[config.mk]
export PLATFORM = sky130hd
export DESIGN_NAME = tx_frame_launcher
export DESIGN_NICKNAME = d
export VERILOG_FILES = /design/src/rtl/txl_pkg.sv /design/src/rtl/txl_count_reg.sv /design/src/rtl/txl_out_stage.sv /design/src/rtl/txl_seq.sv /design/src/rtl/tx_frame_launcher.sv
export SDC_FILE = /design/constraint.sdc
export NUM_CORES = 1
export LEC_CHECK = 0
export BUFFER_PORTS_ARGS = -buffer_cell sky130_fd_sc_hd__buf_2
export CAP_MARGIN = 20
export CELL_PAD_IN_SITES_DETAIL_PLACEMENT = 1
export CELL_PAD_IN_SITES_GLOBAL_PLACEMENT = 2
export CORE_ASPECT_RATIO = 0.5
export CORE_MARGIN = 10
export CORE_UTILIZATION = 30
export DETAILED_ROUTE_END_ITERATION = 10
export GPL_TIMING_DRIVEN = 0
export MAX_ROUTING_LAYER = met4
export PLACE_DENSITY_LB_ADDON = 0.05
export SETUP_SLACK_MARGIN = 0.3
export SYNTH_ARGS = -nofsm -noshare
export SYNTH_HDL_FRONTEND = slang
export SYNTH_SLANG_ARGS = --single-unit
[constraint.sdc]
create_clock -name clk -period 2.7 [get_ports clk]
set_input_delay 0.27 -clock clk [delete_from_list [all_inputs] [get_ports clk]]
set_output_delay 0.27 -clock clk [all_outputs]
set_load 0.05 [all_outputs]
[src/rtl/txl_pkg.sv]
package txl_pkg;
  localparam logic [7:0] PRE_BYTE = 8'h55;
  localparam logic [7:0] SFD_BYTE = 8'hD5;

  typedef enum logic [1:0] {
    ST_IDLE,
    ST_CHECK,
    ST_SEND,
    ST_DONE
  } txl_state_e;
endpackage

[src/rtl/txl_count_reg.sv]
module txl_count_reg #(
  parameter int CNT_W = 16
) (
  input  logic             clk,
  input  logic             rst_n,
  input  logic             wr_en,
  input  logic [CNT_W-1:0] wr_data,
  input  logic             busy,
  input  logic             clr,
  output logic [CNT_W-1:0] count_q,
  output logic             start
);
  logic accept;

  // Writes land only while idle; a nonzero value also launches an attempt.
  assign accept = wr_en && !busy;
  assign start  = accept && (wr_data != '0);

  always_ff @(posedge clk) begin
    if (!rst_n)      count_q <= '0;
    else if (clr)    count_q <= '0;
    else if (accept) count_q <= wr_data;
  end
endmodule

[src/rtl/txl_out_stage.sv]
module txl_out_stage #(
  parameter int DATA_W = 8
) (
  input  logic              clk,
  input  logic              rst_n,
  input  logic              issue,
  input  logic              issue_last,
  input  logic [DATA_W-1:0] rd_data,
  output logic              can_issue,
  output logic              empty,
  output logic              out_valid,
  output logic [DATA_W-1:0] out_data,
  output logic              out_last,
  input  logic              out_ready
);
  logic              infl_q, infl_last_q;
  logic              skid_v;
  logic [DATA_W-1:0] skid_d;
  logic              skid_l;
  logic              pop, out_free;
  logic [1:0]        occ;

  assign pop      = out_valid && out_ready;
  assign out_free = !out_valid || pop;
  assign occ      = {1'b0, out_valid} + {1'b0, skid_v} + {1'b0, infl_q};
  // Room for one more returning byte after this cycle's pop.
  assign can_issue = (occ - {1'b0, pop}) < 2'd2;
  assign empty     = (occ == 2'd0);

  always_ff @(posedge clk) begin
    if (!rst_n) begin
      infl_q      <= 1'b0;
      infl_last_q <= 1'b0;
      skid_v      <= 1'b0;
      skid_d      <= '0;
      skid_l      <= 1'b0;
      out_valid   <= 1'b0;
      out_data    <= '0;
      out_last    <= 1'b0;
    end else begin
      infl_q      <= issue;
      infl_last_q <= issue_last;
      if (out_free) begin
        if (skid_v) begin
          out_valid <= 1'b1;
          out_data  <= skid_d;
          out_last  <= skid_l;
          skid_v    <= infl_q;
          if (infl_q) begin
            skid_d <= rd_data;
            skid_l <= infl_last_q;
          end
        end else if (infl_q) begin
          out_valid <= 1'b1;
          out_data  <= rd_data;
          out_last  <= infl_last_q;
        end else begin
          out_valid <= 1'b0;
        end
      end else if (infl_q) begin
        skid_v <= 1'b1;
        skid_d <= rd_data;
        skid_l <= infl_last_q;
      end
    end
  end
endmodule

[src/rtl/txl_seq.sv]
module txl_seq
  import txl_pkg::*;
#(
  parameter int CNT_W    = 16,
  parameter int ADDR_W   = 11,
  parameter int MIN_LEN  = 64,
  parameter int MAX_LEN  = 1530,
  parameter int HDR_LEN  = 8,
  parameter int TAIL_LEN = 4
) (
  input  logic              clk,
  input  logic              rst_n,
  input  logic              start,
  input  logic [CNT_W-1:0]  start_len,
  input  logic              can_issue,
  input  logic              stage_empty,
  input  logic [7:0]        rd_data,
  output logic              rd_en,
  output logic [ADDR_W-1:0] rd_addr,
  output logic              issue,
  output logic              issue_last,
  output logic              busy,
  output logic              irq,
  output logic              clr
);
  localparam int HDR_IW = $clog2(HDR_LEN);

  txl_state_e        state;
  logic [HDR_IW-1:0] hdr_idx, hdr_idx_q;
  logic              hdr_all, hdr_vld_q, bad;
  logic [ADDR_W-1:0] snd_addr, last_addr;
  logic              sent_all;
  logic              len_bad, hdr_miss, hdr_final;
  logic [7:0]        hdr_expect;

  assign len_bad    = (start_len < CNT_W'(MIN_LEN)) || (start_len > CNT_W'(MAX_LEN));
  assign hdr_final  = hdr_vld_q && (hdr_idx_q == HDR_IW'(HDR_LEN - 1));
  assign hdr_expect = (hdr_idx_q == HDR_IW'(HDR_LEN - 1)) ? SFD_BYTE : PRE_BYTE;
  assign hdr_miss   = hdr_vld_q && (rd_data != hdr_expect);

  assign busy = (state != ST_IDLE);
  assign irq  = (state == ST_DONE);
  assign clr  = (state == ST_SEND) && sent_all && stage_empty;

  always_comb begin
    rd_en      = 1'b0;
    rd_addr    = '0;
    issue      = 1'b0;
    issue_last = 1'b0;
    case (state)
      ST_CHECK: if (!hdr_all) begin
        rd_en   = 1'b1;
        rd_addr = ADDR_W'(hdr_idx);
      end
      ST_SEND: if (!sent_all && can_issue) begin
        rd_en      = 1'b1;
        rd_addr    = snd_addr;
        issue      = 1'b1;
        issue_last = (snd_addr == last_addr);
      end
      default: ;
    endcase
  end

  always_ff @(posedge clk) begin
    if (!rst_n) begin
      state     <= ST_IDLE;
      hdr_idx   <= '0;
      hdr_idx_q <= '0;
      hdr_all   <= 1'b0;
      hdr_vld_q <= 1'b0;
      bad       <= 1'b0;
      snd_addr  <= '0;
      last_addr <= '0;
      sent_all  <= 1'b0;
    end else begin
      hdr_vld_q <= (state == ST_CHECK) && !hdr_all;
      hdr_idx_q <= hdr_idx;
      case (state)
        ST_IDLE: if (start) begin
          last_addr <= ADDR_W'(start_len - CNT_W'(TAIL_LEN + 1));
          hdr_idx   <= '0;
          hdr_all   <= 1'b0;
          bad       <= 1'b0;
          state     <= len_bad ? ST_DONE : ST_CHECK;
        end
        ST_CHECK: begin
          if (!hdr_all) begin
            hdr_idx <= hdr_idx + 1'b1;
            if (hdr_idx == HDR_IW'(HDR_LEN - 1)) hdr_all <= 1'b1;
          end
          if (hdr_miss) bad <= 1'b1;
          if (hdr_final) begin
            state    <= (bad || hdr_miss) ? ST_DONE : ST_SEND;
            snd_addr <= ADDR_W'(HDR_LEN);
            sent_all <= 1'b0;
          end
        end
        ST_SEND: begin
          if (issue) begin
            snd_addr <= snd_addr + 1'b1;
            if (issue_last) sent_all <= 1'b1;
          end
          if (clr) state <= ST_DONE;
        end
        default: state <= ST_IDLE;
      endcase
    end
  end
endmodule

[src/rtl/tx_frame_launcher.sv]
module tx_frame_launcher #(
  parameter int CNT_W    = 16,
  parameter int ADDR_W   = 11,
  parameter int DATA_W   = 8,
  parameter int MIN_LEN  = 64,
  parameter int MAX_LEN  = 1530,
  parameter int HDR_LEN  = 8,
  parameter int TAIL_LEN = 4
) (
  input  logic              clk,
  input  logic              rst_n,
  input  logic              cnt_wr_en,
  input  logic [CNT_W-1:0]  cnt_wr_data,
  output logic [CNT_W-1:0]  count_q,
  output logic              busy,
  output logic              buf_rd_en,
  output logic [ADDR_W-1:0] buf_rd_addr,
  input  logic [DATA_W-1:0] buf_rd_data,
  output logic              tx_valid,
  input  logic              tx_ready,
  output logic [DATA_W-1:0] tx_data,
  output logic              tx_last,
  output logic              done_irq
);
  logic start, clr, can_issue, stage_empty, issue, issue_last;

  txl_count_reg #(.CNT_W(CNT_W)) u_count (
    .clk     (clk),
    .rst_n   (rst_n),
    .wr_en   (cnt_wr_en),
    .wr_data (cnt_wr_data),
    .busy    (busy),
    .clr     (clr),
    .count_q (count_q),
    .start   (start)
  );

  txl_seq #(
    .CNT_W(CNT_W), .ADDR_W(ADDR_W), .MIN_LEN(MIN_LEN), .MAX_LEN(MAX_LEN),
    .HDR_LEN(HDR_LEN), .TAIL_LEN(TAIL_LEN)
  ) u_seq (
    .clk         (clk),
    .rst_n       (rst_n),
    .start       (start),
    .start_len   (cnt_wr_data),
    .can_issue   (can_issue),
    .stage_empty (stage_empty),
    .rd_data     (buf_rd_data[7:0]),
    .rd_en       (buf_rd_en),
    .rd_addr     (buf_rd_addr),
    .issue       (issue),
    .issue_last  (issue_last),
    .busy        (busy),
    .irq         (done_irq),
    .clr         (clr)
  );

  txl_out_stage #(.DATA_W(DATA_W)) u_out (
    .clk        (clk),
    .rst_n      (rst_n),
    .issue      (issue),
    .issue_last (issue_last),
    .rd_data    (buf_rd_data),
    .can_issue  (can_issue),
    .empty      (stage_empty),
    .out_valid  (tx_valid),
    .out_data   (tx_data),
    .out_last   (tx_last),
    .out_ready  (tx_ready)
  );
endmodule

Word level (Yosys, flattened, before mapping)
Cells that the tools add are included.
{"block": "classes", "add_sub_neg": 6, "magnitude_cmp": 3, "n_eq_ne": 15, "n_mux": 47, "bitwise": 1, "n_reduce_logical": 33}
{"op": "8-bit 2-to-1 mux", "count": 6}
{"op": "11-bit one-hot mux with 2 select lines", "count": 2}
{"op": "11-bit 2-to-1 mux", "count": 3}
{"op": "1-bit 2-to-1 mux", "count": 23}
{"op": "16-bit by 11-bit greater-than comparator with 1-bit output, second input constant", "count": 1}
{"op": "16-bit by 7-bit less-than comparator with 1-bit output, second input constant", "count": 1}
{"op": "16-bit nonzero test", "count": 1}
{"op": "3-bit AND reduction", "count": 4}
{"op": "11-bit by 1-bit adder with 11-bit output, second input constant", "count": 1}
{"op": "11-bit == test", "count": 1}
{"op": "11-bit by 3-bit subtractor with 11-bit output, second input constant", "count": 1}
{"op": "2-bit by 1-bit != test with 1-bit output, second input constant", "count": 5}
{"op": "2-bit nonzero test", "count": 5}
{"op": "1-bit logical AND", "count": 9}
{"op": "3-bit 2-to-1 mux", "count": 3}
{"op": "2-bit 2-to-1 mux", "count": 4}
{"op": "8-bit != test", "count": 1}
{"op": "1-bit one-hot mux with 2 select lines", "count": 4}
{"op": "3-bit == test, second input constant", "count": 2}
{"op": "2-bit != test, second input constant", "count": 3}
{"op": "2-bit one-hot mux with 3 select lines", "count": 1}
{"op": "3-bit one-hot mux with 2 select lines", "count": 1}
{"op": "2-bit AND reduction", "count": 3}
{"op": "2-bit == test, second input constant", "count": 2}
{"op": "12 further kinds", "count": 18}
{"block": "word_totals", "reg_bits": 72, "inputBits": 28, "wordCells": 123}

Depth between registers and ports, before layout
{"block": "logic_depth", "ltp_word": 10, "mapped_depth": 9, "mapped_depth_nobuf": 7}

Modules after synthesis
A second synthesis with hierarchy kept.
{"block": "unflattened", "cells_unflattened": 435, "area_unflattened_um2": 3801.1}
{"module": "txl_seq", "instances": 1, "cells_per_inst": 255, "area_each_um2": 2068.2, "seq_area_each_um2": 680.7}
{"module": "txl_out_stage", "instances": 1, "cells_per_inst": 102, "area_each_um2": 987.2, "seq_area_each_um2": 440.4}
{"module": "txl_count_reg", "instances": 1, "cells_per_inst": 78, "area_each_um2": 745.7, "seq_area_each_um2": 320.3}

Least setup slack after synthesis
No wires, ideal clock.
{"block": "synth_timing", "kind": "register to output", "start": "register u_out.skid_v", "end": "output buf_rd_addr[0]", "t_arrival_ps": 3012, "required_ps": 2430, "path_slack_ps": -582, "path_stages_with_launch": 10, "n_path_buf": 2, "cell_sequence": "dfxtp_1 > buf_1 > inv_1 > fa_1 > nand3_1 > xor2_1 > clkbuf_1 > nor3_1 > a22oi_1 > nor2b_1"}
{"block": "synth_between", "elab_chain_cells": 7}
{"item": "from (decl)", "line_no": "txl_out_stage.sv:17", "source": "logic skid_v;"}
{"item": "from (signal assigned)", "line_no": "txl_out_stage.sv:48", "source": "skid_v <= infl_q;"}
{"item": "1-bit by 1-bit adder with 2-bit output", "line_no": "txl_out_stage.sv:25", "source": "assign occ = {1'b0, out_valid} + {1'b0, skid_v} + {1'b0, infl_q};"}
{"item": "2-bit by 1-bit adder with 2-bit output", "line_no": "txl_out_stage.sv:25"}
{"item": "2-bit by 1-bit subtractor with 2-bit output", "line_no": "txl_out_stage.sv:27", "source": "assign can_issue = (occ - {1'b0, pop}) < 2'd2;"}
{"item": "2-bit less-than comparator", "line_no": "txl_out_stage.sv:27"}
{"item": "1-bit logical AND", "line_no": "txl_seq.sv:55", "source": "ST_SEND: if (!sent_all && can_issue) begin"}
{"item": "11-bit 2-to-1 mux", "line_no": "txl_seq.sv:55"}
{"item": "11-bit one-hot mux with 2 select lines", "line_no": "txl_seq.sv:50", "source": "case (state)"}
{"item": "to (decl)", "line_no": "tx_frame_launcher.sv:17", "source": "output logic [ADDR_W-1:0] buf_rd_addr,"}
Every way passes these cells.

Final worst setup path
{"block": "layout_timing", "start": "register u_out.skid_v", "end": "output buf_rd_addr[10]"}
The elaborated chain is that of the path after synthesis.

==> metrics <==
Design Power=around 4600 uW; CP top delay family=buffers and inverters; Placed Area=~4200 um^2; Post-Layout Inst Area=about 4900 um^2; maxcap violations=0; full die area=~17000 um^2; PortBufs=67; clk sink count=72; CP Launch Type=flip-flop; cell mode on critical path=buf_8; drt drc=0; Crit path largest cell delay=between 0.5 and 0.6 ns; P_leak=0.00193 uW; hold path start=cnt_wr_data[12]; Routed WL=11.6 mm; drt via density=approximately 5; initial antenna violation count=0; Pins Over Slew Limit=0; Post-Syn Nets=between 400 and 500; DP HPWL=8.74 mm; number of cells on the worst hold path=3; fin crit share=101%; status=complete, but fails checks; DP Worst Slack=-0.0818 ns; Worst Reg2Reg Path Length in Cells=9; DIE WIDTH=between 150 and 200 um; fmax=between 0.3 and 0.4 GHz; CTS tree=yes; Worst Path Buf+Inv=6; PnR worst setup slack=-0.0373 ns; Final Net Count=between 500 and 600; Distinct cells, synth=56; mean area per synthesized cell=between 8 and 9 um^2; failing checks=setup timing; critical path fanouts, max=5; Hold WC Path Type=input pin to flip-flop; CTS root buf=clkbuf_16; Synth Warn #=0; area delta synth->final=36.6%; RR Endpoint=u_seq.state[1]$_SDFFE_PN0P_; Initial Util=around 30%; Synth Instances=roughly 420; Post-synth EDFFs=0; WL/cell=17.1 um; grt ovf=0; 1st-pass router iterations=4; Post-Syn Area=around 3600 um^2; Total GRT Usage=around 14%; Crit path required time=2.43 ns; Final min period=roughly 2.7 ns; # setup viols final=8; Max VDD drop=approximately 0.00035 V; CTS Buffer Depth=2; filler instances=between 1k and 1.5k; Clk pin slew, worst setup/hold paths=0.06 ns; layout cells sized above 1=between 20% and 30%; most frequent cells in the layout=69 x dfxtp_1, 58 x buf_2, 45 x nor2_1; Post-CTS Hold Buffers=0; multi-input logic area=2130 um^2; Critical Path Sink Type=output pin; final hold viol count=0; first-pass GRT wire length=18.6 mm; CTS Buf Count=9; Vias=3309; Critical R2R Launch=u_out.skid_v$_SDFFE_PN0P_; clock latency on the worst-skew pair=0.33 ns; worst slew pin tran=between 0.8 and 0.9 ns; RD Place Congestion=approximately 0.77; Critical-path top delay cell=fa_1; Top FF cell, synth=dfxtp_1; ys async rst share=0%; Critical Path AT=2.47 ns; Reg2Reg Setup Slack=about 0.10 ns; Power Density=943 nW/um^2; vias in the first global route=between 3k and 4k; Die Y=between 90 and 100 um; FP Rows=28; CP Cell Sequence=buf_8 -> inv_2 -> fa_1 -> nand3_2 -> xor2_2 -> clkbuf_8 -> nor3_4 -> buf_6 -> buf_8 -> and3_4 -> buf_8; Hold EP=u_count.count_q[12]$_SDFFE_PP0P_; n_diodes=0; sequential-to-total area share from yosys stat=40.1%; ANT nets after route=0; htree depth=3; IO Pins=slightly below 70; iteration-0 DRC count of the detailed router=120; pin count of the biggest net entering global routing=13; FF/Latch Area=1450 um^2; RSZ-0062 raised after global routing=true; Post-Route Skew=between 0.009 and 0.01 ns; most common cell after layout, fill and taps aside=dfxtp_1; core region area=approximately 12000 um^2; #FFs+latches synth=72; Rel. slew slack=between 40% and 50%; CP Class=flip-flop to output pin
[timing repair]
| action | CTS | global route |
|---|---|---|
| pin swaps | 11 | 5 |
| endpoints found under the setup margin | 34 | 37 |
| gates resized for setup | 52 | 12 |
| endpoints found under the hold margin | 0 | 0 |
| buffers inserted | 9 | 4 |
| cloned | 1 | 0 |
[metal layers]
metal	vias up	routed length [um]	track usage [%]
li1	1663	-	-
met1	1572	6260	19.1
met2	67	4770	19.7
met3	7	498	4.11
met4	0	65	2.53
met5	-	0	-
[where the power goes]
group / switching, uW / internal, uW / total, uW / leakage [uW]
clock network: 471 / 835 / 1310 / 0.000160
logic: 1280 / 707 / 1980 / 0.00118
registers: 112 / 1220 / 1340 / 0.000588
total: 1860 / 2770 / 4630 / 0.00193
[layout make-up]
cell class                      count  share of cell area [%]
Timing Repair Buffer               81                    11.9
Inverter                           14                    1.07
Tap cell                          165                    4.21
Clock buffer                       11                    4.95
Buffer                             25                    3.42
Clock inverter                      5                    1.61
Multi-Input combinational cell    305                    43.3
Sequential cell                    72                    29.6
[per-stage QoR]
stage	instances	TNS, ns	hold slack [ns]	utilization (%)
CTS	674	-0.462	0.184	41.0
global placement	648	-0.625	0.438	36.0
global route	678	-1.41	0.196	41.7
floorplan	416	0	0.406	-
finish	678	-0.180	0.192	41.7
detailed placement	648	-0.579	0.449	36.0
[synthesized netlist by cell type (5+ instances only)]
cell type / number / area share (%)
xor2_1: 7 / 1.7
a211oi_1: 17 / 3.6
inv_1: 13 / 1.4
xnor2_1: 16 / 3.9
ha_1: 9 / 3.1
nand2_1: 44 / 4.6
dfxtp_1: 72 / 40
nand3_1: 13 / 1.8
a21oi_1: 33 / 4.6
or4_1: 5 / 1.0
mux2i_1: 23 / 6.4
clkbuf_1: 14 / 1.5
nor2b_1: 5 / 0.87
o21ai_0: 8 / 1.1
nor2_1: 45 / 4.7
nand4_1: 6 / 1.0
nand2b_1: 5 / 0.87
nor3_1: 10 / 1.4
and3_1: 9 / 1.6
[registers in the layout, summed over array words and instances, names as in the netlist, 2 cells and up]
name / flops
u_count.count_q: 16
u_seq.snd_addr: 11
u_out.out_data: 8
u_seq.last_addr: 11
u_seq.hdr_idx: 3
u_out.skid_d: 8
u_seq.hdr_idx_q: 3
u_seq.state: 2
[worst max-delay path by stage]
stage	start	end	slack, ns	cells past startpoint
3_3_place_gp	u_out.skid_v$_SDFFE_PN0P_	buf_rd_addr[10]	-0.09	10
5_1_grt	u_out.skid_v$_SDFFE_PN0P_	buf_rd_addr[10]	-0.15	11
2_1_floorplan	u_out.out_valid$_SDFFE_PN0N_	buf_rd_addr[10]	0.27	8
4_1_cts	u_out.skid_v$_SDFFE_PN0P_	buf_rd_addr[10]	-0.07	11
6_report	u_out.skid_v$_SDFFE_PN0P_	buf_rd_addr[10]	-0.04	11
3_5_place_dp	u_out.skid_v$_SDFFE_PN0P_	buf_rd_addr[10]	-0.08	10
[tightest hold or removal path, delay by kind of cell]
kind            cells  cell delay, ns
buf+inv             1            0.10
simple gates        1            0.05
compound gates      1            0.05
[cells by family (layout without fill, tap and decap cells)]
logic type / Yosys count / in the layout / synth area share, %
DFF: 72 / 72 / 40.1
AOI/OAI and AO/OA: 85 / 85 / 15.7
muxes: 23 / 23 / 6.41
adders and majority gates: 10 / 10 / 3.69
xor gates and xnor gates: 23 / 23 / 5.61
buffers and inverters: 39 / 136 / 5.22
and+or+nand+nor: 164 / 164 / 23.3
(Power assumes the default switching activity.)
